## src/rtl/nbrx_pkg.sv

```systemverilog
package nbrx_pkg;
  typedef enum logic {
    ST_IDLE  = 1'b0,
    ST_FRAME = 1'b1
  } rx_state_t;

  localparam int CTL_W       = 8;
  localparam int B_HI_OR_ERR = 7;
  localparam int B_MODE_LO   = 6;
  localparam int B_ADDR_FILT = 5;
  localparam int B_RX_EN     = 4;
  localparam int B_TX_NINTH  = 3;
  localparam int B_RX_NINTH  = 2;
  localparam int B_TX_DONE   = 1;
  localparam int B_RX_DONE   = 0;
endpackage

```

## src/rtl/nbrx_sampler.sv

```systemverilog
module nbrx_sampler #(
  parameter int SYNC_STAGES = 2
) (
  input  logic clk,
  input  logic rst,
  input  logic tick,
  input  logic rxd,
  output logic s_level,
  output logic fall
);
  logic prev_q;

  generate
    if (SYNC_STAGES > 1) begin : g_chain
      logic [SYNC_STAGES-1:0] chain_q;
      always_ff @(posedge clk) begin
        if (rst) chain_q <= '1;
        else     chain_q <= {chain_q[SYNC_STAGES-2:0], rxd};
      end
      assign s_level = chain_q[SYNC_STAGES-1];
    end else begin : g_single
      logic one_q;
      always_ff @(posedge clk) begin
        if (rst) one_q <= 1'b1;
        else     one_q <= rxd;
      end
      assign s_level = one_q;
    end
  endgenerate

  always_ff @(posedge clk) begin
    if (rst)       prev_q <= 1'b1;
    else if (tick) prev_q <= s_level;
  end

  assign fall = tick && prev_q && !s_level;
endmodule

```

## src/rtl/nbrx_frame.sv

```systemverilog
module nbrx_frame
  import nbrx_pkg::*;
#(
  parameter int OVS       = 16,
  parameter int DATA_BITS = 8
) (
  input  logic                 clk,
  input  logic                 rst,
  input  logic                 tick,
  input  logic                 enable,
  input  logic                 early,
  input  logic                 s_level,
  input  logic                 fall,
  output logic                 load_q,
  output logic                 stop_bad_q,
  output logic [DATA_BITS-1:0] shift_q,
  output logic                 ninth_q
);
  localparam int SUB_W     = $clog2(OVS);
  localparam int IDX_W     = $clog2(DATA_BITS + 3);
  localparam int MID       = OVS / 2;
  localparam int NINTH_IDX = DATA_BITS + 1;
  localparam int STOP_IDX  = DATA_BITS + 2;

  rx_state_t        state_q;
  logic [SUB_W-1:0] sub_q;
  logic [IDX_W-1:0] idx_q;
  logic             vote_a_q, vote_b_q;
  logic             bit_val;

  assign bit_val = (vote_a_q & vote_b_q) | (vote_a_q & s_level) | (vote_b_q & s_level);

  always_ff @(posedge clk) begin
    if (rst) begin
      state_q    <= ST_IDLE;
      sub_q      <= '0;
      idx_q      <= '0;
      vote_a_q   <= 1'b1;
      vote_b_q   <= 1'b1;
      shift_q    <= '0;
      ninth_q    <= 1'b0;
      load_q     <= 1'b0;
      stop_bad_q <= 1'b0;
    end else begin
      load_q     <= 1'b0;
      stop_bad_q <= 1'b0;
      if (!enable) begin
        state_q <= ST_IDLE;
      end else if (tick) begin
        case (state_q)
          ST_IDLE: begin
            if (fall) begin
              state_q <= ST_FRAME;
              sub_q   <= '0;
              idx_q   <= '0;
            end
          end
          ST_FRAME: begin
            if (sub_q == SUB_W'(OVS - 1)) begin
              sub_q <= '0;
              idx_q <= idx_q + IDX_W'(1);
            end else begin
              sub_q <= sub_q + SUB_W'(1);
            end
            if (sub_q == SUB_W'(MID - 1)) vote_a_q <= s_level;
            if (sub_q == SUB_W'(MID))     vote_b_q <= s_level;
            if (sub_q == SUB_W'(MID + 1)) begin
              if (idx_q == '0) begin
                if (bit_val) state_q <= ST_IDLE;
              end else if (idx_q <= IDX_W'(DATA_BITS)) begin
                shift_q <= {bit_val, shift_q[DATA_BITS-1:1]};
              end else if (idx_q == IDX_W'(NINTH_IDX)) begin
                ninth_q <= bit_val;
                if (early) load_q <= 1'b1;
              end else begin
                stop_bad_q <= !bit_val;
                if (!early) load_q <= 1'b1;
                state_q <= ST_IDLE;
              end
            end
          end
          default: state_q <= ST_IDLE;
        endcase
      end
    end
  end

  // a disabled receiver drops back to idle on the next edge
  assert_idle_when_off_R3: assert property (@(posedge clk) disable iff (rst)
    !enable |=> state_q == ST_IDLE);

  // the bit index never walks past the stop bit
  assert_idx_range_R4: assert property (@(posedge clk) disable iff (rst)
    state_q == ST_FRAME |-> idx_q <= IDX_W'(STOP_IDX));

  // a load pulse comes from the ninth bit or the stop bit, per the view
  assert_load_point_R7: assert property (@(posedge clk) disable iff (rst)
    load_q |-> $past(idx_q) == ($past(early) ? IDX_W'(NINTH_IDX) : IDX_W'(STOP_IDX)));
endmodule

```

## src/rtl/nbrx_ctlreg.sv

```systemverilog
module nbrx_ctlreg
  import nbrx_pkg::*;
#(
  parameter int DATA_BITS = 8
) (
  input  logic                 clk,
  input  logic                 rst,
  input  logic                 err_view_en,
  input  logic                 ctl_we,
  input  logic [CTL_W-1:0]     ctl_wdata,
  input  logic                 frame_load,
  input  logic                 frame_ninth,
  input  logic [DATA_BITS-1:0] frame_data,
  input  logic                 stop_bad,
  output logic [CTL_W-1:0]     ctl_rdata,
  output logic [DATA_BITS-1:0] rx_data,
  output logic                 mode_hi,
  output logic                 rx_en
);
  logic mode_hi_q, err_q, mode_lo_q, filt_q, en_q, tx9_q, rx9_q, txd_q, rxd_q;
  logic [DATA_BITS-1:0] buf_q;
  logic accept;

  assign accept = frame_load && !rxd_q && !(filt_q && !frame_ninth);

  always_ff @(posedge clk) begin
    if (rst) begin
      mode_hi_q <= 1'b0;
      err_q     <= 1'b0;
      mode_lo_q <= 1'b0;
      filt_q    <= 1'b0;
      en_q      <= 1'b0;
      tx9_q     <= 1'b0;
      rx9_q     <= 1'b0;
      txd_q     <= 1'b0;
      rxd_q     <= 1'b0;
      buf_q     <= '0;
    end else begin
      if (ctl_we) begin
        if (err_view_en) err_q     <= ctl_wdata[B_HI_OR_ERR];
        else             mode_hi_q <= ctl_wdata[B_HI_OR_ERR];
        mode_lo_q <= ctl_wdata[B_MODE_LO];
        filt_q    <= ctl_wdata[B_ADDR_FILT];
        en_q      <= ctl_wdata[B_RX_EN];
        tx9_q     <= ctl_wdata[B_TX_NINTH];
        rx9_q     <= ctl_wdata[B_RX_NINTH];
        txd_q     <= ctl_wdata[B_TX_DONE];
        rxd_q     <= ctl_wdata[B_RX_DONE];
      end
      if (stop_bad) err_q <= 1'b1;
      if (accept) begin
        buf_q <= frame_data;
        rx9_q <= frame_ninth;
        rxd_q <= 1'b1;
      end
    end
  end

  assign ctl_rdata = {err_view_en ? err_q : mode_hi_q, mode_lo_q, filt_q, en_q,
                      tx9_q, rx9_q, txd_q, rxd_q};
  assign rx_data   = buf_q;
  assign mode_hi   = mode_hi_q;
  assign rx_en     = en_q;

  // the error flag only falls through a clearing write in the error view
  assert_err_sticky_R6: assert property (@(posedge clk) disable iff (rst)
    err_q && !(ctl_we && err_view_en && !ctl_wdata[B_HI_OR_ERR]) |=> err_q);

  // a pending receive-done flag freezes the buffer
  assert_buf_frozen_R9: assert property (@(posedge clk) disable iff (rst)
    rxd_q |=> $stable(buf_q));

  // receive-done holds until software writes it low
  assert_done_hold_R9: assert property (@(posedge clk) disable iff (rst)
    rxd_q && !(ctl_we && !ctl_wdata[B_RX_DONE]) |=> rxd_q);

  // with filtering on, a hardware-raised done flag always comes with ninth bit 1
  assert_filter_R8: assert property (@(posedge clk) disable iff (rst)
    $rose(rxd_q) && !$past(ctl_we) && $past(filt_q) |-> rx9_q);
endmodule

```

## src/rtl/ninebit_serial_rx.sv

```systemverilog
module ninebit_serial_rx
  import nbrx_pkg::*;
#(
  parameter int OVS         = 16,
  parameter int DATA_BITS   = 8,
  parameter int SYNC_STAGES = 2
) (
  input  logic                 clk,
  input  logic                 rst,
  input  logic                 sample_tick,
  input  logic                 rxd,
  input  logic                 err_view_en,
  input  logic                 ctl_we,
  input  logic [CTL_W-1:0]     ctl_wdata,
  output logic [CTL_W-1:0]     ctl_rdata,
  output logic [DATA_BITS-1:0] rx_data,
  output logic                 rx_done
);
  logic s_level, fall;
  logic load, stop_bad, ninth;
  logic [DATA_BITS-1:0] shift;
  logic mode_hi, rx_en;

  nbrx_sampler #(.SYNC_STAGES(SYNC_STAGES)) u_sampler (
    .clk(clk), .rst(rst), .tick(sample_tick), .rxd(rxd),
    .s_level(s_level), .fall(fall)
  );

  nbrx_frame #(.OVS(OVS), .DATA_BITS(DATA_BITS)) u_frame (
    .clk(clk), .rst(rst), .tick(sample_tick),
    .enable(rx_en && mode_hi), .early(!err_view_en),
    .s_level(s_level), .fall(fall),
    .load_q(load), .stop_bad_q(stop_bad), .shift_q(shift), .ninth_q(ninth)
  );

  nbrx_ctlreg #(.DATA_BITS(DATA_BITS)) u_ctl (
    .clk(clk), .rst(rst), .err_view_en(err_view_en),
    .ctl_we(ctl_we), .ctl_wdata(ctl_wdata),
    .frame_load(load), .frame_ninth(ninth), .frame_data(shift), .stop_bad(stop_bad),
    .ctl_rdata(ctl_rdata), .rx_data(rx_data), .mode_hi(mode_hi), .rx_en(rx_en)
  );

  assign rx_done = ctl_rdata[B_RX_DONE];
endmodule

```

## config.mk

```make
export PLATFORM = sky130hd
export DESIGN_NAME = ninebit_serial_rx
export DESIGN_NICKNAME = d
export VERILOG_FILES = /design/src/rtl/nbrx_pkg.sv /design/src/rtl/nbrx_sampler.sv /design/src/rtl/nbrx_frame.sv /design/src/rtl/nbrx_ctlreg.sv /design/src/rtl/ninebit_serial_rx.sv
export SDC_FILE = /design/constraint.sdc
export NUM_CORES = 1
export LEC_CHECK = 0
export ABC_AREA = 1
export BUFFER_PORTS_ARGS = -buffer_cell sky130_fd_sc_hd__buf_2
export CAP_MARGIN = 20
export CORE_UTILIZATION = 60
export CTS_CLUSTER_SIZE = 25
export DETAILED_ROUTE_END_ITERATION = 10
export PLACE_DENSITY = 0.81
export SLEW_MARGIN = 20
export SYNTH_ARGS = -nofsm -noshare
export SYNTH_HDL_FRONTEND = slang
export SYNTH_SLANG_ARGS = --single-unit
```

## constraint.sdc

```tcl
create_clock -name clk -period 4.2 [get_ports clk]
set_clock_uncertainty 0.2 [all_clocks]
set_input_delay 0 -clock clk [delete_from_list [all_inputs] [get_ports clk]]
set_output_delay 0 -clock clk [all_outputs]
set_load 0.05 [all_outputs]
```

==> impl_metrics.yaml <==
run_status:
  status: "complete, no violations"
routing:
  via_per_inst: 5.16
  num_vias: 1899
  wl_per_cell_um: 12.9
  wl_mm: 4.76
  drc: 0
  dr.pass1.iters: 5
  initialDrtViolationCount: 196
  drtAntennaViolNets: 0
power:
  power_uw: 699
  p_leak_nw: 1.11
  vdd_drop_max_uv: 204
  power_density_nw_per_um2: 285
clocking:
  post_cts_buffers: 0
  numCtsBuffers: 5
  cts_tree: "built"
  cts_resized: 0
  cts_hold_buf: 28
  cts_sinks: 42
  insertion_delay_ns: 0.36
  cts_max_path_buffers: 2
  clk_root_buffer_cell: "clkbuf_4"
  cts-htree-levels: 2
  clk_pin_slew_ns: 0.12
critical_path:
  cp_slowest_stage_delay_ns: 0.59
  critPathBufInv: 4
  rr_endpoint: "u_ctl.rxd_q"
  crit_chain: "inv_1 > o21ai_2 > clkinv_1 > a21oi_1 > dlygate4sd3_1 > a21oi_1 > dlygate4sd3_1"
  r2r_slack_ns: 1.47
  rr_worst_depth: 7
  arrival_ns: 2.79
  worst_setup_path_end_kind: "register"
  cp-start-kind: "register"
  slowest_stage: "dlygate4sd3_1"
  crit_path_end: "u_ctl.rxd_q"
  crit_family: "buffers and inverters"
  cp.depth: 7
  crit_start: "u_ctl.filt_q"
  crit_type: "register to register"
  r2r_start: "u_ctl.filt_q"
  required_ns: 4.26
  cp_max_fo: 10
global_route:
  globalRouteTotalUtil: 0.291
  grt_overflow: 0
  grt_max_degree: 32
  grt_pass1_wl_mm: 7.47
  grt_pass1_vias: 1683
  grt_antenna_before_repair: 0
sta:
  min_period_ns: 2.73
  hold_viol: 0
  setup_viol: 0
  setup_ws_ns: 1.47
  clock.fmax_mhz: 366
  rsz0062_at_grt: "no"
  worstMarginPinSlew_ns: 0.860
  fin_setup_tns_ns: 0
  finalCritPeriodShare: 0.651
  slew_headroom: 0.426
  finalMaxSlewViolations: 0
floorplan:
  start_util: 0.645
  die_h_um: 59.7
  io_pins: 31
  die_w_um: 59.7
  die-area_um2: 3570
  std_cell_rows: 20
  core_area_um2: 3100
finish:
  fin_nets: 343
  final_cell_mix: "nand2_1 (52), dfxtp_1 (42), nor2_1 (40)"
  n_antenna_cell: 0
  layout-drive-gt1-share: 0.191
  final_common_cell: "nand2_1"
  area_growth_pct: 22.6
  final_cells: 368
worst_hold_path:
  holdCritPathClass: "input port to register"
  hold_depth: 6
logic_synthesis:
  synth_cell_types: 26
  syn_area_um2: 2000
  synth_top_area_share: 0.420
  syn_area_per_cell_um2: 7.38
  yosysSeqAreaShare: 0.420
  synth_nets: 291
  syn_inst: 271
  yosysWarnings: 0
  yosys-top-cells-area: "dfxtp_1 (42%), nand2_1 (9.8%), nor2_1 (7.5%)"
  yosysTopAreaCell: "dfxtp_1"
  synth_seq_cells: 42
placed_design:
  portBuffers: 30
  gp_congestion: 0.868
  hpwl_mm: 2.82
  dpl_worst_slack_ns: 2.48
  dpl.cell_count: 332
flow_run:
  drv_cap: 0
worst min path at each step:
stage | startpoint | to | slack [ns]
2_1_floorplan | sample_tick | u_frame.state_q | -0.11
3_3_place_gp | rxd | u_sampler.g_chain.chain_q[0] | -0.007
3_5_place_dp | rxd | u_sampler.g_chain.chain_q[0] | -0.007
4_1_cts | ctl_we | u_ctl.err_q | 0.06
5_1_grt | ctl_we | u_ctl.err_q | 0.18
6_report | ctl_we | u_ctl.err_q | 0.17
logic make-up after synthesis:
group | count (synthesis) | synth area share
AND/OR/NAND/NOR | 144 | 0.341
flip-flops | 42 | 0.420
adder cells (fa/ha/maj) | 6 | 0.0375
buffers and inverters | 37 | 0.0913
XOR/XNOR | 1 | 0.00438
AO/OA/AOI/OAI | 41 | 0.106
synth_stat cells:
cell      count
a21oi_1      16
and2_4        1
buf_12        1
buf_2         1
buf_4         7
clkbuf_1      4
clkinv_1      2
dfxtp_1      42
ha_1          6
inv_1        21
inv_2         1
nand2_1      52
nand3_1      16
nand3b_1      6
nand4_1       5
nand4_2       1
nor2_1       40
nor2_2       16
nor2_4        3
nor3_1        1
nor3b_1       1
o211ai_1      1
o21ai_0      23
o21ai_2       1
or2_2         2
xor2_1        1
through the flow:
| stage | area [µm²] | hold slack, ns | util |
|---|---|---|---|
| finish | 2450 | 0.171 | 0.791 |
| floorplan | 2000 | -0.108 | - |
| CTS | 2450 | 0.0556 | 0.791 |
| global route | 2450 | 0.185 | 0.791 |
| detailed placement | 2110 | -0.00734 | 0.681 |
| global placement | 2110 | -0.00734 | 0.681 |
worst min-delay path: stages:
cell and delay [ns]:
buf_2 0.16, clkinv_1 0.20, o21ai_0 0.15, nand2_1 0.07, o21ai_0 0.07, inv_1 0.05
layer usage:
layer	global-route usage	routed length, µm	part of all wire	up-vias
li1	-	-	-	972
met1	0.332	2030	0.43	845
met2	0.500	2320	0.49	71
met3	0.0844	302	0.063	11
met4	0.126	112	0.024	0
met5	0	0	0	-
power breakdown:
group	total, mW	switching [mW]	internal, mW
combinational	0.0811	0.0481	0.0330
clock	0.208	0.127	0.0812
sequential	0.410	0.00485	0.405
total	0.699	0.180	0.519
sequential cells by signal, indices dropped and copies added (netlist names), 2 cells and up:
signal                     flops
u_ctl.rx_data                  8
u_frame.shift_q                8
u_frame.idx_q                  4
u_frame.sub_q                  4
u_sampler.g_chain.chain_q      2
cell type report:
| class | count | area, µm² |
|---|---|---|
| inverter | 24 | 90.1 |
| tap | 44 | 55.1 |
| fill | 227 | 649 |
| sequential | 42 | 841 |
| clock inverter | 1 | 5.00 |
| clock buffer | 7 | 55.1 |
| multi-input combinational | 192 | 977 |
| timing repair buffer | 58 | 430 |
No activity file was read; power rests on OpenSTA's default activity.
